--- src/rtl/pwm_sym_pkg.sv ---
package pwm_sym_pkg;

  typedef enum logic [1:0] {
    SYM_ZERO = 2'b00,
    SYM_ONE  = 2'b01,
    SYM_MARK = 2'b10,
    SYM_BAD  = 2'b11
  } sym_code_e;

  typedef enum logic [1:0] {
    FL_ARM  = 2'b00,
    FL_LOW  = 2'b01,
    FL_HIGH = 2'b10
  } flag_state_e;

endpackage

--- src/rtl/tc_glitch_filter.sv ---
module tc_glitch_filter #(
  parameter int unsigned STABLE_CYCLES = 16
) (
  input  logic clk_i,
  input  logic rst_ni,
  input  logic raw_i,
  output logic level_o
);

  localparam int unsigned StbW = $clog2(STABLE_CYCLES + 1);
  localparam logic [StbW-1:0] StbLast = StbW'(STABLE_CYCLES - 1);

  logic            sync_q1, sync_q2;
  logic [StbW-1:0] stb_cnt_q;
  logic            level_q;

  // two-flop synchronizer, input is asynchronous to clk_i
  always_ff @(posedge clk_i or negedge rst_ni) begin
    if (!rst_ni) begin
      sync_q1 <= 1'b0;
      sync_q2 <= 1'b0;
    end else begin
      sync_q1 <= raw_i;
      sync_q2 <= sync_q1;
    end
  end

  // accept a new level only after STABLE_CYCLES differing samples in a row
  always_ff @(posedge clk_i or negedge rst_ni) begin
    if (!rst_ni) begin
      stb_cnt_q <= '0;
      level_q   <= 1'b0;
    end else if (sync_q2 == level_q) begin
      stb_cnt_q <= '0;
    end else if (stb_cnt_q == StbLast) begin
      stb_cnt_q <= '0;
      level_q   <= sync_q2;
    end else begin
      stb_cnt_q <= stb_cnt_q + 1'b1;
    end
  end

  assign level_o = level_q;

  assert_level_settled_R5: assert property (@(posedge clk_i) disable iff (!rst_ni)
    (level_q != $past(level_q)) |-> ($past(stb_cnt_q) == StbLast && $past(sync_q2) == level_q));

endmodule

--- src/rtl/tc_edge_flag_fsm.sv ---
module tc_edge_flag_fsm
  import pwm_sym_pkg::*;
(
  input  logic clk_i,
  input  logic rst_ni,
  input  logic level_i,
  output logic start_o,
  output logic end_o,
  output logic in_high_o
);

  flag_state_e state_q, state_d;
  logic        level_q;
  logic        rise, fall;

  always_ff @(posedge clk_i or negedge rst_ni) begin
    if (!rst_ni) level_q <= 1'b0;
    else         level_q <= level_i;
  end

  assign rise = level_i & ~level_q;
  assign fall = ~level_i & level_q;

  always_comb begin
    state_d = state_q;
    unique case (state_q)
      FL_ARM:  if (fall) state_d = FL_LOW;
      FL_LOW:  if (rise) state_d = FL_HIGH;
      FL_HIGH: if (fall) state_d = FL_LOW;
      default: state_d = FL_ARM;
    endcase
  end

  always_ff @(posedge clk_i or negedge rst_ni) begin
    if (!rst_ni) state_q <= FL_ARM;
    else         state_q <= state_d;
  end

  assign start_o   = (state_q == FL_LOW) & rise;
  assign end_o     = (state_q == FL_HIGH) & fall;
  assign in_high_o = (state_q == FL_HIGH);

  assert_high_via_low_R7: assert property (@(posedge clk_i) disable iff (!rst_ni)
    $rose(state_q == FL_HIGH) |-> ($past(state_q) == FL_LOW));

  assert_end_returns_low_R4: assert property (@(posedge clk_i) disable iff (!rst_ni)
    end_o |=> (state_q == FL_LOW && !level_i));

endmodule

--- src/rtl/tc_high_counter.sv ---
module tc_high_counter #(
  parameter int unsigned MAX_HIGH = 9500
) (
  input  logic                               clk_i,
  input  logic                               rst_ni,
  input  logic                               start_i,
  input  logic                               in_high_i,
  input  logic                               level_i,
  output logic [$clog2(MAX_HIGH + 2)-1:0]    cnt_o
);

  localparam int unsigned CntW = $clog2(MAX_HIGH + 2);
  localparam logic [CntW-1:0] Ceil = CntW'(MAX_HIGH + 1);

  logic [CntW-1:0] cnt_q;

  // cnt_q equals high cycles seen so far; stops one past the valid range
  always_ff @(posedge clk_i or negedge rst_ni) begin
    if (!rst_ni) begin
      cnt_q <= '0;
    end else if (start_i) begin
      cnt_q <= CntW'(1);
    end else if (in_high_i && level_i && cnt_q != Ceil) begin
      cnt_q <= cnt_q + 1'b1;
    end
  end

  assign cnt_o = cnt_q;

  assert_cnt_ceiling_R8: assert property (@(posedge clk_i) disable iff (!rst_ni)
    cnt_q <= Ceil);

  assert_cnt_restart_R2: assert property (@(posedge clk_i) disable iff (!rst_ni)
    start_i |=> (cnt_q == CntW'(1)));

endmodule

--- src/rtl/tc_symbol_decide.sv ---
module tc_symbol_decide
  import pwm_sym_pkg::*;
#(
  parameter int unsigned MIN_HIGH = 1000,
  parameter int unsigned MARK_MAX = 3500,
  parameter int unsigned ONE_MAX  = 6500,
  parameter int unsigned MAX_HIGH = 9500
) (
  input  logic                            clk_i,
  input  logic                            rst_ni,
  input  logic                            end_i,
  input  logic [$clog2(MAX_HIGH + 2)-1:0] cnt_i,
  output logic                            valid_o,
  output logic [1:0]                      code_o
);

  localparam int unsigned CntW = $clog2(MAX_HIGH + 2);

  sym_code_e code_d, code_q;
  logic      valid_q;

  always_comb begin
    if (cnt_i < CntW'(MIN_HIGH) || cnt_i > CntW'(MAX_HIGH)) code_d = SYM_BAD;
    else if (cnt_i < CntW'(MARK_MAX))                       code_d = SYM_MARK;
    else if (cnt_i < CntW'(ONE_MAX))                        code_d = SYM_ONE;
    else                                                    code_d = SYM_ZERO;
  end

  always_ff @(posedge clk_i or negedge rst_ni) begin
    if (!rst_ni) begin
      valid_q <= 1'b0;
      code_q  <= SYM_BAD;
    end else begin
      valid_q <= end_i;
      if (end_i) code_q <= code_d;
    end
  end

  assign valid_o = valid_q;
  assign code_o  = code_q;

  assert_strobe_single_R4: assert property (@(posedge clk_i) disable iff (!rst_ni)
    valid_q |=> !valid_q);

  assert_code_held_R4: assert property (@(posedge clk_i) disable iff (!rst_ni)
    !valid_q |-> $stable(code_q));

  assert_strobe_follows_end_R9: assert property (@(posedge clk_i) disable iff (!rst_ni)
    valid_q |-> $past(end_i));

endmodule

--- src/rtl/pwm_symbol_classifier.sv ---
module pwm_symbol_classifier #(
  parameter int unsigned STABLE_CYCLES = 16,
  parameter int unsigned MIN_HIGH      = 1000,
  parameter int unsigned MARK_MAX      = 3500,
  parameter int unsigned ONE_MAX       = 6500,
  parameter int unsigned MAX_HIGH      = 9500
) (
  input  logic       clk_i,
  input  logic       rst_ni,
  input  logic       tc_i,
  output logic       sym_valid_o,
  output logic [1:0] sym_code_o
);

  localparam int unsigned CntW = $clog2(MAX_HIGH + 2);

  logic            level;
  logic            start, sym_end, in_high;
  logic [CntW-1:0] high_cnt;

  tc_glitch_filter #(.STABLE_CYCLES(STABLE_CYCLES)) i_filter (
    .clk_i   (clk_i),
    .rst_ni  (rst_ni),
    .raw_i   (tc_i),
    .level_o (level)
  );

  tc_edge_flag_fsm i_flag (
    .clk_i     (clk_i),
    .rst_ni    (rst_ni),
    .level_i   (level),
    .start_o   (start),
    .end_o     (sym_end),
    .in_high_o (in_high)
  );

  tc_high_counter #(.MAX_HIGH(MAX_HIGH)) i_counter (
    .clk_i     (clk_i),
    .rst_ni    (rst_ni),
    .start_i   (start),
    .in_high_i (in_high),
    .level_i   (level),
    .cnt_o     (high_cnt)
  );

  tc_symbol_decide #(
    .MIN_HIGH (MIN_HIGH),
    .MARK_MAX (MARK_MAX),
    .ONE_MAX  (ONE_MAX),
    .MAX_HIGH (MAX_HIGH)
  ) i_decide (
    .clk_i   (clk_i),
    .rst_ni  (rst_ni),
    .end_i   (sym_end),
    .cnt_i   (high_cnt),
    .valid_o (sym_valid_o),
    .code_o  (sym_code_o)
  );

  assert_bad_code_bounds_R3: assert property (@(posedge clk_i) disable iff (!rst_ni)
    (sym_valid_o && $past(high_cnt) > CntW'(MAX_HIGH)) |-> (sym_code_o == 2'b11));

endmodule

--- config.mk ---
export PLATFORM = sky130hd
export DESIGN_NAME = pwm_symbol_classifier
export DESIGN_NICKNAME = d
export VERILOG_FILES = /design/src/rtl/pwm_sym_pkg.sv /design/src/rtl/tc_glitch_filter.sv /design/src/rtl/tc_edge_flag_fsm.sv /design/src/rtl/tc_high_counter.sv /design/src/rtl/tc_symbol_decide.sv /design/src/rtl/pwm_symbol_classifier.sv
export SDC_FILE = /design/constraint.sdc
export NUM_CORES = 1
export LEC_CHECK = 0
export ABC_AREA = 1
export ABC_CLOCK_PERIOD_IN_PS = 2200
export BUFFER_PORTS_ARGS = -buffer_cell sky130_fd_sc_hd__buf_4
export CAP_MARGIN = 20
export CELL_PAD_IN_SITES_DETAIL_PLACEMENT = 1
export CELL_PAD_IN_SITES_GLOBAL_PLACEMENT = 1
export CORE_MARGIN = 2
export CORE_UTILIZATION = 27
export CTS_CLUSTER_SIZE = 16
export DETAILED_ROUTE_END_ITERATION = 8
export MAX_ROUTING_LAYER = met4
export PLACE_DENSITY_LB_ADDON = 0.1
export RECOVER_POWER = 25
export SLEW_MARGIN = 15
export SYNTH_ARGS = -nofsm -noshare
export SYNTH_HDL_FRONTEND = slang
export SYNTH_SLANG_ARGS = --single-unit
export TNS_END_PERCENT = 5
--- constraint.sdc ---
create_clock -name clk_i -period 2.2 [get_ports clk_i]
set_input_delay 0.33 -clock clk_i [delete_from_list [all_inputs] [get_ports clk_i]]
set_output_delay 0.33 -clock clk_i [all_outputs]
set_load 0.005 [all_outputs]
* After elaboration in Yosys (flattened, before gate mapping)
Cells that the tools add are included.
Cells by class: order comparisons 4, reductions and logical operators 8, multiplexer cells 10, eq/ne operators 7, divide/modulo/power cells 0, multipliers 0, $add $sub $neg 2, bitwise gates (word level) 7, shift-type cells 0
Operators by type and width (number):
- 14-bit two-way mux | 2
- 14-bit by 1-bit adder with 14-bit output (second input constant) | 1
- 14-bit greater-than comparator (second input constant) | 1
- 14-bit by 10-bit less-than comparator with 1-bit output (second input constant) | 1
- 14-bit by 12-bit less-than comparator with 1-bit output (second input constant) | 1
- 14-bit by 13-bit less-than comparator with 1-bit output (second input constant) | 1
- 14-bit != test (second input constant) | 1
- 5-bit two-way mux | 2
- 2-bit two-way mux | 4
- 5-bit by 1-bit adder with 5-bit output (second input constant) | 1
- 5-bit by 4-bit == test with 1-bit output (second input constant) | 1
- 1-bit bitwise AND | 4
- 2-bit by 1-bit != test with 1-bit output (second input constant) | 2
- 2-bit one-hot mux with 2 select lines | 1
- 2-bit AND reduction | 2
- 1-bit inverter | 3
- 2-bit by 1-bit == test with 1-bit output (second input constant) | 1
- 2-bit == test (second input constant) | 1
- 1-bit logical AND | 2
- 2-bit zero test | 1
- 2-bit nonzero test | 1
- 2-bit OR reduction | 1
- 1-bit == test | 1
- 1-bit logical OR | 1
- 1-bit two-way mux | 1
Word-level totals: logic and storage cells 47, bits of input ports 3, memories kept 0, ROM bits 0, bits in writable memories 0, register bits 28, latch bits 0, output and inout port bits 3

* Logic depth before layout (Yosys ltp)
depth in word-level cells 5, depth in mapped cells 11, mapped depth without buffers 10

* Hierarchy
Synthesis repeated with hierarchy kept, for this count alone.
Second synthesis, totals: cell total of the unflattened synthesis 278, area total of the unflattened synthesis 1869.3 sq um
By module, submodules not included:
- tc_high_counter | seq. area each 350.3 sq um, area each 965.9 sq um, cells each 137, times used 1
- tc_symbol_decide | seq. area each 77.6 sq um, area each 426.7 sq um, cells each 85, times used 1
- tc_glitch_filter | seq. area each 200.2 sq um, area each 322.8 sq um, cells each 35, times used 1
- tc_edge_flag_fsm | seq. area each 75.1 sq um, area each 153.9 sq um, cells each 21, times used 1

* Worst setup path after synthesis
Ideal clock, no wire load.
path kind register -> register, start reg i_counter.cnt_q[9] (netlist: i_counter.cnt_o[9]), end reg i_counter.cnt_q[10] (netlist: i_counter.cnt_o[10]), path buffers 1, library setup time 0.126 ns, arrival 1.317 ns, clock period less this slack 1.443 ns, data required time 2.074 ns, setup slack 0.757 ns, cell stages (with the launch flop) 10, cell sequence dfrtp_1 > inv_2 > nand2_1 > nor2_2 > nand2_2 > o21ai_4 > nand2_4 > inv_6 > buf_12 > o21ai_0
On the way: word-level cells in the longest chain between the ends 3, elaborated cells between the ends (all ways) 6, classes of those cells 1 x add/sub; 1 x eq/ne; 2 x mux; 2 x reduce/logical
Ends and longest elaborated chain:
- start: declaration | RTL line tc_high_counter.sv:15 | logic [CntW-1:0] cnt_q;
- start signal: assignment | RTL line tc_high_counter.sv:22 | cnt_q <= CntW'(1);
- start signal: assignment | RTL line tc_high_counter.sv:24 | cnt_q <= cnt_q + 1'b1;
- 14-bit by 1-bit adder with 14-bit output or 14-bit != test (tied branches) | RTL line tc_high_counter.sv:24, tc_high_counter.sv:23
- 14-bit two-way mux or 1-bit logical AND (tied branches) | RTL line tc_high_counter.sv:23 | end else if (in_high_i && level_i && cnt_q != Ceil) begin
- 14-bit two-way mux or 2-bit nonzero test (tied branches)
Several ways; a longest one is shown, not always the timed one. The select of a mux whose other input is x is not followed. A chain may end at the register's enable or synchronous reset.

* Worst setup path in the final report
start reg i_counter.cnt_q[0] (netlist: i_counter.cnt_o[0]), end reg i_counter.cnt_q[12] (netlist: i_counter.cnt_o[12])
The elaborated chain is that of the path after synthesis.

==> summary by stage <==
Power and ir drop
In this run the power density over the cells is 518 nW/um^2. The worst IR drop on VDD is 0.214 mV. The total power after layout is 0.977 mW. Summed over all cells, the static leakage comes to 0.857 nW.

Clock tree
The CTS clock-pin slew for the worst setup and hold paths is 110 ps. The maximum level of the CTS H-tree is 1. The total CTS buffers is 3. Once the clock tree was built, the setup fixing pass inserted 0 buffers. Clock latency on the worst-skew pair, taken at its later pin, is 280 ps. The tree built by TritonCTS fans out to 28 sinks. The clock passes through at most 2 buffers.

The cell at the root of the clock tree is sky130_fd_sc_hd__clkbuf_8. The clock tree from TritonCTS is built.

Worst setup path
The critical register-to-register path startpoint is i_counter.cnt_o[0]. The worst setup path is launched from a flop. Walking the worst path, the cells encountered are ha_1 -> inv_1 -> nor2_1 -> nand3_1 -> xor2_1 -> nand3_1 -> nand2_1. The critical path startpoint is i_counter.cnt_o[0]. Among the stages of the critical path, the cell type that occurs most often is sky130_fd_sc_hd__nand3_1. The critical path required time is 2380 ps. The worst register-to-register path has a setup slack of 480 ps. The number of cells on the worst reg-to-reg path is 7.

The kind of end point of the critical path is a flop. The end of the worst register-to-register path is i_counter.cnt_o[12]. The critical path is of the reg2reg type. The maximum net fanout on the critical path is 8. The cell with the largest stage delay on the worst path is sky130_fd_sc_hd__dfrtp_1. For the worst setup path, the data arrival time is 1900 ps. In this design, the stage delay of the slowest critical-path cell is 520 ps.

Synth
Summing every instance area after synthesis gives 1700 sq um. The count of state elements after synthesis is 28. The mean area per synthesized cell is 7.26 sq um. The fraction of synthesized cell area taken by the top area cell type is 38.3%. The synthesized netlist contains 27 unique library cells. The cell type contributing the most total cell area after synthesis is sky130_fd_sc_hd__dfrtp_1.

The sequential-to-total area share from yosys stat is 41.4%. The count of mapped cells out of synthesis is 234. When the netlist entered floorplanning its net count stood at 241. Yosys printed 0 warnings. After synthesis, the cell types taking the most area are sky130_fd_sc_hd__dfrtp_1, sky130_fd_sc_hd__nand2_1, sky130_fd_sc_hd__nor2_1.

Global route
The total overflow left after global routing is 0. The via count of the first global-routing pass is 1,531. The number of antenna violations at the first check in global routing came to 0.

The largest net degree at the start of global routing is 29. The overall track demand over capacity in global routing is 14.4%. The global-route wire length before repair is 7.94 mm.

Floorplanning
In this run the count of I/O pins placed on the die edge is 6. The floorplan step defined a die boundary enclosing 6940 sq um. In this run the standard cell core region covers 5990 sq um. The die is 83.3 um wide. Row generation in the floorplan step produced 28 rows. The die is 83.3 um tall.

The effective utilization at floorplan is 28.3%.

STA
The number of max-slew violations in the final report came to 0. The actual transition at the worst max-transition pin is 731 ps. The tightest hold margin is 170 ps.

The part of the cycle the worst path needs is 78.1%. The number of hold violations in the final report is 0. Setup violations remaining at the end of the flow were counted as 0.

The worst clock skew on the final layout is 5.98 ps. The maximum clock frequency is 582 MHz. After routing, the total negative slack on setup checks comes to 0 ps.

Subtracting the final worst setup slack from the clock period gives 1720 ps. The max-slew headroom at the worst pin is 51.2%. Setup repair after global routing left no endpoint under its margin.

Route
The number of remaining DRC errors is 0. The first detailed-routing pass ran for 4 iterations. The via count is 1,459. The detail route stage leaves a number of antenna-violating nets equal to 0. The total detailed-routing wirelength is 4.44 mm. The ratio of routed vias to standard cells is 4.60. The count of routing violations after the opening detailed-route iteration is 62. Dividing the detail-routed wire length by the instance count gives 14.0 um.

Placed design
The post-placement cell area is 1810 sq um. The HPWL after detailed placement is 3.46 mm. In this run the tool buffered the top-level ports with 5 buffer cells. Routability-driven placement finished with a final weighted congestion of 0.805.

Hold path
The worst hold path terminates at i_filter.sync_q1. The min-delay analysis places its worst path in the category in2reg. Along the worst hold path, the cell count comes to 1.

In this run the most critical hold path is launched from tc_i.

Final layout
The total inserted antenna cells is 0. Compared with the post-synthesis result, the final layout area differs by 11.1%. The summed area of non-filler cells in the final layout is 1890 sq um.

After the last flow step, the layout net total stands at 250. In the final layout, the share of cells above drive strength 1 is 9.92%.

Outcome
The flow ran to the end, and the final reports show no timing, DRC or antenna violations.

Run
The reported max-cap violation count is 0.
kinds of logic after synthesis:
kind of cell    Yosys count  share of synthesized area (%)
simple gates            140                           35.7
buf+inv                  31                           8.18
flops                    28                           41.4
compound gates           24                           8.11
xor+xnor                  7                           3.61
fa+ha+maj                 4                           2.95
power breakdown:
part | switching, mW | internal (mW) | leakage, nW | total, mW
logic | 0.0174 | 0.00750 | 0.445 | 0.0249
registers | 0.00472 | 0.522 | 0.377 | 0.526
clock network | 0.181 | 0.244 | 0.0357 | 0.425
registers in the layout, summed over array words and instances, names as in the netlist:
register	cells
i_filter.level_o	1
i_counter.cnt_o	14
i_filter.sync_q1	1
i_filter.sync_q2	1
i_flag.state_q	2
i_decide.code_o	2
i_decide.valid_o	1
i_filter.stb_cnt_q	5
i_flag.level_q	1
cell usage in the layout, fill, tap and decap left out:
cell type	netlist	final
sky130_fd_sc_hd__a21oi_1	4	4
sky130_fd_sc_hd__and3_1	1	1
sky130_fd_sc_hd__buf_4	0	4
sky130_fd_sc_hd__bufinv_16	0	1
sky130_fd_sc_hd__clkbuf_2	0	1
sky130_fd_sc_hd__clkbuf_4	0	1
sky130_fd_sc_hd__clkbuf_8	0	3
sky130_fd_sc_hd__dfrtp_1	26	26
sky130_fd_sc_hd__dfstp_2	2	2
sky130_fd_sc_hd__dlygate4sd3_1	0	1
sky130_fd_sc_hd__ha_1	4	4
sky130_fd_sc_hd__inv_1	26	26
sky130_fd_sc_hd__inv_2	1	1
sky130_fd_sc_hd__inv_6	1	1
sky130_fd_sc_hd__nand2_1	64	64
sky130_fd_sc_hd__nand2_2	3	3
sky130_fd_sc_hd__nand2_4	1	1
sky130_fd_sc_hd__nand3_1	24	24
sky130_fd_sc_hd__nand4_1	6	6
sky130_fd_sc_hd__nor2_1	33	33
sky130_fd_sc_hd__nor2_2	2	2
sky130_fd_sc_hd__nor3_1	4	4
sky130_fd_sc_hd__nor3_2	1	1
sky130_fd_sc_hd__o21a_1	1	1
sky130_fd_sc_hd__o21ai_0	17	17
sky130_fd_sc_hd__o21ai_2	1	1
sky130_fd_sc_hd__o21ai_4	1	1
sky130_fd_sc_hd__or2_2	1	1
sky130_fd_sc_hd__xnor2_1	1	1
sky130_fd_sc_hd__xor2_1	6	6
synth_stat cells:
| cell | count |
|---|---|
| sky130_fd_sc_hd__a21oi_1 | 4 |
| sky130_fd_sc_hd__and3_1 | 1 |
| sky130_fd_sc_hd__buf_12 | 1 |
| sky130_fd_sc_hd__buf_2 | 1 |
| sky130_fd_sc_hd__clkbuf_1 | 1 |
| sky130_fd_sc_hd__dfrtp_1 | 26 |
| sky130_fd_sc_hd__dfstp_2 | 2 |
| sky130_fd_sc_hd__ha_1 | 4 |
| sky130_fd_sc_hd__inv_1 | 26 |
| sky130_fd_sc_hd__inv_2 | 1 |
| sky130_fd_sc_hd__inv_6 | 1 |
| sky130_fd_sc_hd__nand2_1 | 64 |
| sky130_fd_sc_hd__nand2_2 | 3 |
| sky130_fd_sc_hd__nand2_4 | 1 |
| sky130_fd_sc_hd__nand3_1 | 24 |
| sky130_fd_sc_hd__nand4_1 | 6 |
| sky130_fd_sc_hd__nor2_1 | 33 |
| sky130_fd_sc_hd__nor2_2 | 2 |
| sky130_fd_sc_hd__nor3_1 | 4 |
| sky130_fd_sc_hd__nor3_2 | 1 |
| sky130_fd_sc_hd__o21a_1 | 1 |
| sky130_fd_sc_hd__o21ai_0 | 17 |
| sky130_fd_sc_hd__o21ai_2 | 1 |
| sky130_fd_sc_hd__o21ai_4 | 1 |
| sky130_fd_sc_hd__or2_2 | 1 |
| sky130_fd_sc_hd__xnor2_1 | 1 |
| sky130_fd_sc_hd__xor2_1 | 6 |
cell type report:
type / instances / area (sq um)
Fill cell: 747 / 4100
Clock buffer: 3 / 41.3
Tap cell: 75 / 93.8
Timing Repair Buffer: 7 / 52.6
Clock inverter: 1 / 30.0
Sequential cell: 28 / 703
Inverter: 28 / 110
Multi-Input combinational cell: 175 / 856
worst max-delay path by stage:
| stage | end | slack [ps] | cells after the start |
|---|---|---|---|
| after floorplan | i_counter.cnt_o[10] | 760 | 9 |
| after global routing | i_counter.cnt_o[12] | 290 | 7 |
| after global placement | i_counter.cnt_o[12] | 450 | 7 |
| final | i_counter.cnt_o[12] | 480 | 7 |
| after CTS | i_counter.cnt_o[12] | 450 | 7 |
| after detailed placement | i_counter.cnt_o[12] | 470 | 7 |
critical path: cells and delay by family, from the launching register on:
| family | cells | cell delay (ps) |
|---|---|---|
| adder cells (fa/ha/maj) | 1 | 340 |
| flip-flops | 1 | 520 |
| XOR/XNOR | 1 | 160 |
| buffers and inverters | 1 | 70 |
| AND/OR/NAND/NOR | 4 | 530 |
layer usage:
layer | track usage [%] | vias up | share of wire [%]
li1 | - | 760 | -
met1 | 21.3 | 681 | 55
met2 | 20.7 | 11 | 42
met3 | 1.59 | 7 | 1.5
met4 | 3.87 | 0 | 1.4
met5 | - | - | 0
metrics by stage:
| stage | utilization (%) | std cells | worst slack (ps) |
|---|---|---|---|
| after floorplan | - | 234 | 757 |
| after CTS | 31.5 | 317 | 447 |
| final | 31.5 | 317 | 482 |
| after global placement | 30.2 | 312 | 452 |
| after detailed placement | 30.2 | 312 | 467 |
| after global routing | 31.5 | 317 | 292 |
repair_timing:
action / 4_1_cts / 5_1_grt
endpoints found under the hold margin: 26 / 0
hold buffers: 1 / 0
resized for setup: 0 / 0
Power figures use the tool's default switching activity.
